--- config.mk ---
export PLATFORM = sky130hd
export DESIGN_NAME = pcc_io_slave
export DESIGN_NICKNAME = d
export VERILOG_FILES = /design/src/rtl/pcc_pkg.sv /design/src/rtl/pcc_strobe_sync.sv /design/src/rtl/pcc_host_qual.sv /design/src/rtl/pcc_cycle_decode.sv /design/src/rtl/pcc_post_queue.sv /design/src/rtl/pcc_io_slave.sv
export SDC_FILE = /design/constraint.sdc
export NUM_CORES = 1
export LEC_CHECK = 0
export ABC_AREA = 1
export BUFFER_PORTS_ARGS = -buffer_cell sky130_fd_sc_hd__buf_2
export CAP_MARGIN = 20
export CELL_PAD_IN_SITES_DETAIL_PLACEMENT = 1
export CELL_PAD_IN_SITES_GLOBAL_PLACEMENT = 1
export CORE_MARGIN = 2
export CORE_UTILIZATION = 33
export CTS_BUF_LIST = sky130_fd_sc_hd__clkbuf_8
export CTS_CLUSTER_SIZE = 25
export DETAILED_ROUTE_END_ITERATION = 8
export HOLD_SLACK_MARGIN = 0.1
export PLACE_DENSITY_LB_ADDON = 0.15
export SKIP_CTS_REPAIR_TIMING = 1
export SYNTH_ARGS = -nofsm -noshare
export SYNTH_HDL_FRONTEND = slang
export SYNTH_SLANG_ARGS = --single-unit
--- constraint.sdc ---
create_clock -name clk -period 1.35 [get_ports clk]
set_input_delay 0.2025 -clock clk [delete_from_list [all_inputs] [get_ports clk]]
set_output_delay 0.2025 -clock clk [all_outputs]
set_load 0.01 [all_outputs]
--- src/rtl/pcc_pkg.sv ---
package pcc_pkg;
    localparam int HADDR_W  = 10;
    localparam int HDATA_W  = 16;
    localparam int IO_SEL_W = 6;
    localparam int PORT_AW  = HADDR_W - 1;
    localparam int N_STRB   = 4;
    localparam int S_IORD   = 0;
    localparam int S_IOWR   = 1;
    localparam int S_OE     = 2;
    localparam int S_WE     = 3;

    typedef enum logic [1:0] {SP_NONE, SP_IO, SP_ATTR} space_e;

    typedef struct packed {
        logic               valid;
        logic               is_rd;
        space_e             space;
        logic [PORT_AW-1:0] idx;
        logic [1:0]         lane_be;
        logic [1:0]         port_be;
        logic               swap;
    } cyc_t;

    typedef struct packed {
        space_e             space;
        logic [PORT_AW-1:0] idx;
        logic [1:0]         be;
        logic [HDATA_W-1:0] data;
    } wr_entry_t;

    function automatic space_e strobe_space(input logic [N_STRB-1:0] s, input logic io_ok);
        if ((s[S_IORD] || s[S_IOWR]) && io_ok) return SP_IO;
        if (s[S_OE] || s[S_WE])                return SP_ATTR;
        return SP_NONE;
    endfunction

    function automatic logic [1:0] lane_be_f(input logic ce1_n, input logic ce2_n, input logic a0);
        case ({ce2_n, ce1_n})
            2'b00:   return 2'b11;
            2'b10:   return a0 ? 2'b10 : 2'b01;
            2'b01:   return 2'b10;
            default: return 2'b00;
        endcase
    endfunction

    function automatic logic lane_swap_f(input logic ce1_n, input logic ce2_n, input logic a0);
        return !ce1_n && ce2_n && a0;
    endfunction

    function automatic logic [HDATA_W-1:0] steer_in(input logic [HDATA_W-1:0] d, input logic swap);
        return swap ? {d[7:0], d[7:0]} : d;
    endfunction

    function automatic logic [HDATA_W-1:0] steer_out(input logic [HDATA_W-1:0] d,
                                                     input logic [1:0] be,
                                                     input logic swap,
                                                     input logic attr);
        logic [HDATA_W-1:0] m;
        m = attr ? {8'h00, d[7:0]} : d;
        case (be)
            2'b11:   return m;
            2'b01:   return {8'h00, m[7:0]};
            2'b10:   return swap ? {8'h00, m[15:8]} : {m[15:8], 8'h00};
            default: return '0;
        endcase
    endfunction
endpackage

--- src/rtl/pcc_strobe_sync.sv ---
module pcc_strobe_sync #(
    parameter int WIDTH  = 4,
    parameter int STAGES = 2
) (
    input  logic             clk,
    input  logic             rst,
    input  logic [WIDTH-1:0] async_i,
    output logic [WIDTH-1:0] sync_o
);
    for (genvar g = 0; g < WIDTH; g++) begin : g_bit
        logic [STAGES-1:0] chain;
        always_ff @(posedge clk) begin
            if (rst) chain <= '0;
            else     chain <= {chain[STAGES-2:0], async_i[g]};
        end
        assign sync_o[g] = chain[STAGES-1];
    end
endmodule

--- src/rtl/pcc_host_qual.sv ---
module pcc_host_qual
    import pcc_pkg::*;
(
    input  logic [HADDR_W-1:0] addr,
    input  logic               ce1_n,
    input  logic               ce2_n,
    input  logic               reg_n,
    input  logic [N_STRB-1:0]  strb,
    input  logic               io_ok,
    output logic               valid,
    output logic               is_rd,
    output logic               is_io
);
    space_e sp;
    always_comb begin
        sp    = strobe_space(strb, io_ok);
        valid = !reg_n && (sp != SP_NONE) && (lane_be_f(ce1_n, ce2_n, addr[0]) != 2'b00);
        is_io = (sp == SP_IO);
        is_rd = is_io ? strb[S_IORD] : strb[S_OE];
    end
endmodule

--- src/rtl/pcc_cycle_decode.sv ---
module pcc_cycle_decode
    import pcc_pkg::*;
(
    input  logic [HADDR_W-1:0] addr,
    input  logic               ce1_n,
    input  logic               ce2_n,
    input  logic               reg_n,
    input  logic [N_STRB-1:0]  strb,
    input  logic               io_ok,
    output cyc_t               cyc
);
    localparam int IO_IDX_W = IO_SEL_W - 1;

    always_comb begin
        cyc.space   = strobe_space(strb, io_ok);
        cyc.lane_be = lane_be_f(ce1_n, ce2_n, addr[0]);
        cyc.swap    = lane_swap_f(ce1_n, ce2_n, addr[0]);
        cyc.valid   = !reg_n && (cyc.space != SP_NONE) && (cyc.lane_be != 2'b00);
        if (cyc.space == SP_IO) begin
            cyc.is_rd   = strb[S_IORD];
            cyc.idx     = {{(PORT_AW-IO_IDX_W){1'b0}}, addr[IO_SEL_W-1:1]};
            cyc.port_be = cyc.lane_be;
        end else begin
            cyc.is_rd   = strb[S_OE];
            cyc.idx     = addr[HADDR_W-1:1];
            cyc.port_be = cyc.lane_be & 2'b01;
        end
    end
endmodule

--- src/rtl/pcc_post_queue.sv ---
module pcc_post_queue
    import pcc_pkg::*;
(
    input  logic      clk,
    input  logic      rst,
    input  logic      push,
    input  wr_entry_t push_entry,
    input  logic      pop,
    output logic      full,
    output wr_entry_t entry
);
    always_ff @(posedge clk) begin
        if (rst) begin
            full  <= 1'b0;
            entry <= '0;
        end else if (push) begin
            full  <= 1'b1;
            entry <= push_entry;
        end else if (pop) begin
            full  <= 1'b0;
        end
    end

    // a new posted write only lands in an empty slot
    p_push_empty_r9: assert property (@(posedge clk) disable iff (rst) push |-> !full);
    // a queued write stays put until it is drained
    p_hold_entry_r9: assert property (@(posedge clk) disable iff (rst)
        (full && !pop) |=> (full && $stable(entry)));
endmodule

--- src/rtl/pcc_io_slave.sv ---
module pcc_io_slave
    import pcc_pkg::*;
#(
    parameter int SYNC_STAGES = 2
) (
    input  logic               clk,
    input  logic               rst,
    input  logic               cfg_init_done,
    input  logic               cfg_io_mode,
    input  logic [HADDR_W-1:0] host_addr,
    input  logic               host_ce1_n,
    input  logic               host_ce2_n,
    input  logic               host_reg_n,
    input  logic               host_iord_n,
    input  logic               host_iowr_n,
    input  logic               host_oe_n,
    input  logic               host_we_n,
    input  logic [HDATA_W-1:0] host_wdata,
    output logic [HDATA_W-1:0] host_rdata,
    output logic               host_rd_oe,
    output logic               host_inpack_n,
    output logic               host_wait_n,
    output logic               reg_req,
    output logic               reg_we,
    output logic               reg_attr,
    output logic [PORT_AW-1:0] reg_addr,
    output logic [1:0]         reg_be,
    output logic [HDATA_W-1:0] reg_wdata,
    input  logic [HDATA_W-1:0] reg_rdata,
    input  logic               reg_ack
);
    typedef enum logic [1:0] {ST_IDLE, ST_READ, ST_DONE} state_e;

    logic [N_STRB-1:0] raw_strb, s_strb;
    logic              io_ok;
    logic              r_valid, r_is_rd, r_is_io;
    cyc_t              s_cyc;
    state_e            st;
    logic [HDATA_W-1:0] rd_q;
    logic [PORT_AW-1:0] rd_idx;
    space_e             rd_space;
    logic [1:0]         rd_lane_be, rd_port_be;
    logic               rd_swap;
    logic               q_push, q_pop, q_full;
    wr_entry_t          q_in, q_out;

    assign io_ok    = cfg_init_done && cfg_io_mode;
    assign raw_strb = {~host_we_n, ~host_oe_n, ~host_iowr_n, ~host_iord_n};

    pcc_strobe_sync #(.WIDTH(N_STRB), .STAGES(SYNC_STAGES)) sync_i (
        .clk(clk), .rst(rst), .async_i(raw_strb), .sync_o(s_strb)
    );

    // asynchronous view of the host cycle drives the pad-side handshakes
    pcc_host_qual raw_qual_i (
        .addr(host_addr), .ce1_n(host_ce1_n), .ce2_n(host_ce2_n), .reg_n(host_reg_n),
        .strb(raw_strb), .io_ok(io_ok),
        .valid(r_valid), .is_rd(r_is_rd), .is_io(r_is_io)
    );

    // synchronized view drives the internal state machine
    pcc_cycle_decode dec_i (
        .addr(host_addr), .ce1_n(host_ce1_n), .ce2_n(host_ce2_n), .reg_n(host_reg_n),
        .strb(s_strb), .io_ok(io_ok), .cyc(s_cyc)
    );

    always_comb begin
        q_in.space = s_cyc.space;
        q_in.idx   = s_cyc.idx;
        q_in.be    = s_cyc.port_be;
        q_in.data  = steer_in(host_wdata, s_cyc.swap);
        q_push     = (st == ST_IDLE) && s_cyc.valid && !s_cyc.is_rd && !q_full
                     && (s_cyc.port_be != 2'b00);
        q_pop      = q_full && reg_ack && (st != ST_READ);
    end

    pcc_post_queue queue_i (
        .clk(clk), .rst(rst), .push(q_push), .push_entry(q_in),
        .pop(q_pop), .full(q_full), .entry(q_out)
    );

    always_ff @(posedge clk) begin
        if (rst) begin
            st         <= ST_IDLE;
            rd_q       <= '0;
            rd_idx     <= '0;
            rd_space   <= SP_NONE;
            rd_lane_be <= '0;
            rd_port_be <= '0;
            rd_swap    <= 1'b0;
        end else begin
            case (st)
                ST_IDLE: begin
                    if (s_cyc.valid && !q_full) begin
                        if (s_cyc.is_rd) begin
                            st         <= ST_READ;
                            rd_idx     <= s_cyc.idx;
                            rd_space   <= s_cyc.space;
                            rd_lane_be <= s_cyc.lane_be;
                            rd_port_be <= s_cyc.port_be;
                            rd_swap    <= s_cyc.swap;
                        end else begin
                            st <= ST_DONE;
                        end
                    end
                end
                ST_READ: begin
                    if (reg_ack) begin
                        rd_q <= steer_out(reg_rdata, rd_lane_be, rd_swap, rd_space == SP_ATTR);
                        st   <= ST_DONE;
                    end
                end
                ST_DONE: begin
                    if (s_strb == '0) st <= ST_IDLE;
                end
                default: st <= ST_IDLE;
            endcase
        end
    end

    always_comb begin
        host_wait_n   = !(r_valid && (st != ST_DONE));
        host_inpack_n = !(r_valid && r_is_rd && r_is_io);
        host_rd_oe    = r_valid && r_is_rd;
        host_rdata    = host_rd_oe ? rd_q : '0;
        reg_req       = (st == ST_READ) || q_full;
        reg_we        = (st != ST_READ);
        if (st == ST_READ) begin
            reg_attr  = (rd_space == SP_ATTR);
            reg_addr  = rd_idx;
            reg_be    = rd_port_be;
            reg_wdata = q_out.data;
        end else begin
            reg_attr  = (q_out.space == SP_ATTR);
            reg_addr  = q_out.idx;
            reg_be    = q_out.be;
            reg_wdata = q_out.data;
        end
    end

    // requests persist, unchanged, until acknowledged
    p_req_hold_r9: assert property (@(posedge clk) disable iff (rst)
        (reg_req && !reg_ack) |=> reg_req);
    p_req_stable_r9: assert property (@(posedge clk) disable iff (rst)
        (reg_req && !reg_ack) |=> ($stable(reg_addr) && $stable(reg_we) && $stable(reg_wdata)));
    // a read is only issued once the posted write has drained
    p_read_after_drain_r9: assert property (@(posedge clk) disable iff (rst)
        (st == ST_READ) |-> !q_full);
    // INPACK# only accompanies a driven read
    p_inpack_drive_r4: assert property (@(posedge clk) disable iff (rst)
        !host_inpack_n |-> host_rd_oe);
    // a cycle without the space select never leaves idle
    p_ignore_noreg_r2: assert property (@(posedge clk) disable iff (rst)
        (st == ST_IDLE && host_reg_n) |=> (st == ST_IDLE));
    // with I/O gated off and no attribute strobe, nothing starts
    p_init_gate_r3: assert property (@(posedge clk) disable iff (rst)
        (st == ST_IDLE && !io_ok && !s_strb[S_OE] && !s_strb[S_WE]) |=> (st == ST_IDLE));
endmodule

## Word-level counts from Yosys, hierarchy flattened

Cells that the tools add are included.

- Register bits: 72
- Input port bits: 54
- Output and inout bits: 49
- Word-level logic and storage cells: 112

- Eq/ne operators: 16
- Muxes and demuxes: 35
- Bitwise gates (word level): 4
- Reduce and logical (&&, ||, !) cells: 41

Operators with widths:

| cell | number |
|---|---|
| 2-to-1 mux 16 bit | 4 |
| case mux 16 bit (3 select lines) | 1 |
| 2-to-1 mux 2 bit | 15 |
| logical AND 1 bit | 19 |
| 2-to-1 mux 9 bit | 2 |
| equality test 2 bit (second input constant) | 6 |
| case mux 2 bit (3 select lines) | 2 |
| 2-to-1 mux 1 bit | 11 |
| equality test 2 x 1 -> 1 bit (second input constant) | 5 |
| nonzero test 2 bit | 5 |
| logical NOT 1 bit | 6 |
| inequality test 2 bit (second input constant) | 3 |
| AND reduction 3 bit | 2 |
| logical OR 1 bit | 5 |
| logical NOT 2 bit | 2 |
| logical NOT 4 bit | 1 |
| inequality test 2 x 1 -> 1 bit (second input constant) | 2 |
| NOT 1 bit | 4 |
| AND reduction 2 bit | 1 |

## Depth between registers and ports, before layout

- Depth after elaboration: 14
- Gate-level depth with buffers: 11
- Depth with buffers taken out: 9

## Hierarchy

A second synthesis with hierarchy kept.

- Cells, all modules: 497
- Area, all modules: 3405.8 µm²

Modules (own cells, without submodules):

| module | times used | cells each | area each (µm²) | seq. area each (µm²) |
|---|---|---|---|---|
| pcc_io_slave | 1 | 293 | 1838.0 | 680.7 |
| pcc_post_queue | 1 | 131 | 1091.0 | 600.6 |
| pcc_strobe_sync | 1 | 29 | 261.5 | 160.2 |
| pcc_cycle_decode | 1 | 32 | 157.7 | 0.0 |
| pcc_host_qual | 1 | 12 | 57.6 | 0.0 |

## Worst setup path after synthesis

No wires, ideal clock.

- Path type: register to register
- Start: register sync_i.g_bit[0].chain[1]
- End: register queue_i.entry[26] (netlist bit)
- Library setup time: 0.115 ns
- Data arrival time: 1.210 ns
- Data required time: 1.235 ns
- Setup slack: 0.025 ns
- Stages on the path, launching flop included: 12
- Buffers on the path: 2
- Clock period less this slack: 1.325 ns
- Path through: dfxtp_1 inv_2 nand2_2 nand2_4 nand2_1 nand2_2 nor2_4 buf_6 buf_6 nand3_1 nand2_1 nor2_1

- Word-level cells in the longest chain between the ends: 11
- Elaborated cells between the ends (all ways): 17
- Those cells by class: 1 x eq/ne; 5 x mux; 11 x reduce/logical

RTL lines:

| item | RTL line | source |
|---|---|---|
| start: declaration | pcc_strobe_sync.sv:11 | `logic [STAGES-1:0] chain;` |
| start signal: assignment | pcc_strobe_sync.sv:14 | `else chain <= {chain[STAGES-2:0], async_i[g]};` |
| logical OR 1 bit | pcc_pkg.sv:32 | `if ((s[S_IORD] \|\| s[S_IOWR]) && io_ok) return SP_IO;` |
| logical AND 1 bit | pcc_pkg.sv:32 |  |
| 2-to-1 mux 1 bit | pcc_pkg.sv:32 |  |
| 2-to-1 mux 2 bit | pcc_pkg.sv:33 | `if (s[S_OE] \|\| s[S_WE]) return SP_ATTR;` |
| nonzero test 2 bit | pcc_cycle_decode.sv:18 | `cyc.valid = !reg_n && (cyc.space != SP_NONE) && (cyc.lane_be != 2'b00);` |
| logical AND 1 bit (2 in a row) | pcc_cycle_decode.sv:18 |  |
| logical AND 1 bit (3 in a row) | pcc_io_slave.sv:72 | `q_push = (st == ST_IDLE) && s_cyc.valid && !s_cyc.is_rd && !q_full` |
| logical AND 1 bit | pcc_io_slave.sv:73 | `&& (s_cyc.port_be != 2'b00);` |
| end signal: assignment | pcc_post_queue.sv:18 | `entry <= push_entry;` |
| end: declaration | pcc_post_queue.sv:10 | `output wr_entry_t entry` |

Parallel ways exist; a longest one is shown, timed or not.
A chain may end at the register's enable or synchronous reset.

## Worst setup path after layout

- Start: register st[0]
- End: output port reg_attr

- Word-level cells in the longest chain between the ends: 2

RTL lines:

| item | RTL line | source |
|---|---|---|
| start: declaration | pcc_io_slave.sv:38 | `state_e st;` |
| start signal: assignment | pcc_io_slave.sv:84 | `st <= ST_IDLE;` |
| start signal: assignment | pcc_io_slave.sv:96 | `st <= ST_READ;` |
| start signal: assignment | pcc_io_slave.sv:103 | `st <= ST_DONE;` |
| equality test 2 x 1 -> 1 bit | pcc_io_slave.sv:128 | `if (st == ST_READ) begin` |
| 2-to-1 mux 1 bit | pcc_io_slave.sv:128 |  |
| end: declaration | pcc_io_slave.sv:25 | `output logic reg_attr,` |

Every way passes these cells.

==> results.cfg <==
[final_layout]
area_delta_synth_final_pct = 57.2
seq_area_sq_um = 1430
multi_input_area_sq_um = 2050
final_layout_size_suffix_gt1_share_pct = 45.7
fin_nets = 725
final_cell_mix = nand2_1 (113), buf_2 (88), dfxtp_1 (68)
nFillCells = 1305
diodes = 0
final_common_cell = nand2_1

[placed_design]
dpl.hpwl_microns = 7320
dp_slack_ns = -0.142
port_buffers = 102
place_congestion = 0.808

[synthesis]
yosysUniqueCellTypes = 22
ys_warn_count = 0
synthFlopType = dfxtp_1
ys_seq_elements = 71
synthCells = 526
syn_area_sq_um = 3540
synth-edff-count = 0
synthArstFlopShare_pct = 0
synth.avg_cell_area_sq_um = 6.73
ys_seq_area_share_pct = 40.1
syn_nets = 580

[sta]
max_slew_margin_pct = 76.8
layout_setup_ws_ns = -0.388
finalSetupViolCount = 78
skew_ns = 0.0102
fin_tns_setup_ns = -17.71
fin_hold_ws_ns = 0.107
fin_crit_sh_pct = 129
rsz0062_at_grt = true
hold_viol = 0
worst_pin_slew_ns = 0.347
period_needed_ns = 1.74
drv_slew = 0
fmax_mhz = 575

[pwr]
seqPwrFrac_pct = 44.4
irDropWorstVdd_uv = 410
clkPwrFrac_pct = 38.9
p_total_w = 0.00489
p_per_area_nw_per_um2 = 878
power_switching_share_pct = 27.9
switchingPower_w = 0.00137
p_int_w = 0.00352
p_leak_nw = 2.52
p_comb_share_pct = 16.7

[worst_setup_path]
worst_path_max_delay_cell = dfxtp_2
cp-start-kind = flop
worst-path-buf-inv = 5
slowest_delay_ns = 0.35
crit_required_ns = 1.15
crit_arrival_ns = 1.54
crit_fanout = 12
setup.worst_path.end_class = output pin
worst-setup-path-type = reg2out
path_cells = inv_2, buf_6, nor2_4, inv_4, buf_12, nand3b_1, nand2_1, buf_2
cp_top_family = buffers and inverters

[grt]
grt_pass1_vias = 3583
grt_pass1_wl_microns = 16600
antenna_found_initial = 0
grt_util_all_layers_pct = 18.0
grt_max_degree = 47
grt_overflow = 0

[drt]
first_pass_iters = 4
viasPerCell = 4.74
via_count = 3852
drc_errors = 0
drt_iter0_drc = 116
wire_per_inst_microns = 15.4
ant_nets = 0
wirelength_microns = 12500

[clock_tree]
cts_made_buffers = 9
clock_sinks = 71
insertion_delay_ns = 0.35
cts_root_buf = clkbuf_8
cts_tree = done
clock_path_buffers = 2
h-tree-depth = 3
path_clk_slew_ns = 0.09

[run_status]
run_status = finished, violations left
violations = negative setup slack

[floorplan]
dieWidth_microns = 108
design.core.area_sq_um = 10400
start_util_pct = 34.1
fp-row-count = 37
die_area_sq_um = 11600
die_h_microns = 108
io_pins = 103

[min_path]
hold_path_class = in2reg

[job]
max-cap-violations = 0
-- state kept, by name, summed over array words and instances (netlist names) --
register,flops
queue_i.entry,29
rd_q,16
rd_idx,9
sync_i.g_bit.chain,8
rd_lane_be,2
rd_space,2
st,2
queue_i.full,1
rd_port_be,1
rd_swap,1
-- power groups by stage --
stage	clock network, W	registers (W)	logic, W
2_1_floorplan	0	0.00221	0.000350
3_3_place_gp	0	0.00221	0.000563
3_5_place_dp	0	0.00222	0.000576
4_1_cts	0.00190	0.00217	0.000578
5_1_grt	0.00202	0.00217	0.000890
6_report	0.00190	0.00217	0.000817
-- worst paths after layout --
| path | startpoint | to | slack (ns) | cells past startpoint |
|---|---|---|---|---|
| worst max register to register | queue_i.full | queue_i.entry[23] | -0.31 | 10 |
| worst max-delay path | st[0] | reg_attr | -0.39 | 8 |
| worst min-delay path | host_addr[6] | rd_idx[5] | 0.11 | 3 |
| worst min register to register | sync_i.g_bit[3].chain[0] | sync_i.g_bit[3].chain[1] | 0.41 | 2 |
-- synth_stat cells, types with 3 or more instances --
cell type	instances	area share, %
nor2_4	5	1.6
nand3_1	17	2.4
nand3b_1	14	3.0
nor2_1	89	9.4
buf_6	5	1.6
buf_4	19	4.0
inv_1	52	5.5
buf_2	8	1.1
clkbuf_1	9	0.95
nand2_1	133	14
dfxtp_1	71	40
a21oi_1	50	7.1
inv_2	4	0.42
o21ai_0	30	4.2
nand2_2	3	0.53
a21oi_2	11	2.7
-- routing by layer --
layer / track usage [%] / wire [microns] / share of wire (%)
met1: 22.6 / 5760 / 46
met2: 31.0 / 6080 / 49
met3: 2.78 / 454 / 3.6
met4: 6.96 / 232 / 1.9
met5: 0 / 0 / 0
-- area by class of cell --
type	count	area share (%)
clock inverters	4	0.922
clock buffers	12	2.97
repair buffers	175	26.6
inverters	57	4.11
flip-flops and latches	71	25.6
multi-input cells	357	36.8
well taps	136	3.06
-- cells by family (layout without fill, tap and decap cells) --
logic type	Yosys count	after routing	synth area share [%]
and+or+nand+nor	264	265	31.7
AOI/OAI and AO/OA	92	92	14.3
buffers and inverters	99	248	13.9
DFF	71	71	40.1
-- worst min-delay path, delay by kind of cell --
family,cells,cell delay [ns]
AO/OA/AOI/OAI,1,0.06
AND/OR/NAND/NOR,1,0.07
buffers and inverters,1,0.10
-- stage by stage --
stage / cells / utilization [%] / area (sq um)
2_1_floorplan: 526 / - / 3540
3_3_place_gp: 756 / 41.5 / 4300
3_5_place_dp: 756 / 41.5 / 4300
4_1_cts: 772 / 43.6 / 4520
5_1_grt: 812 / 53.7 / 5570
6_report: 812 / 53.7 / 5570
Note: power is estimated with default switching activity, not from simulation.
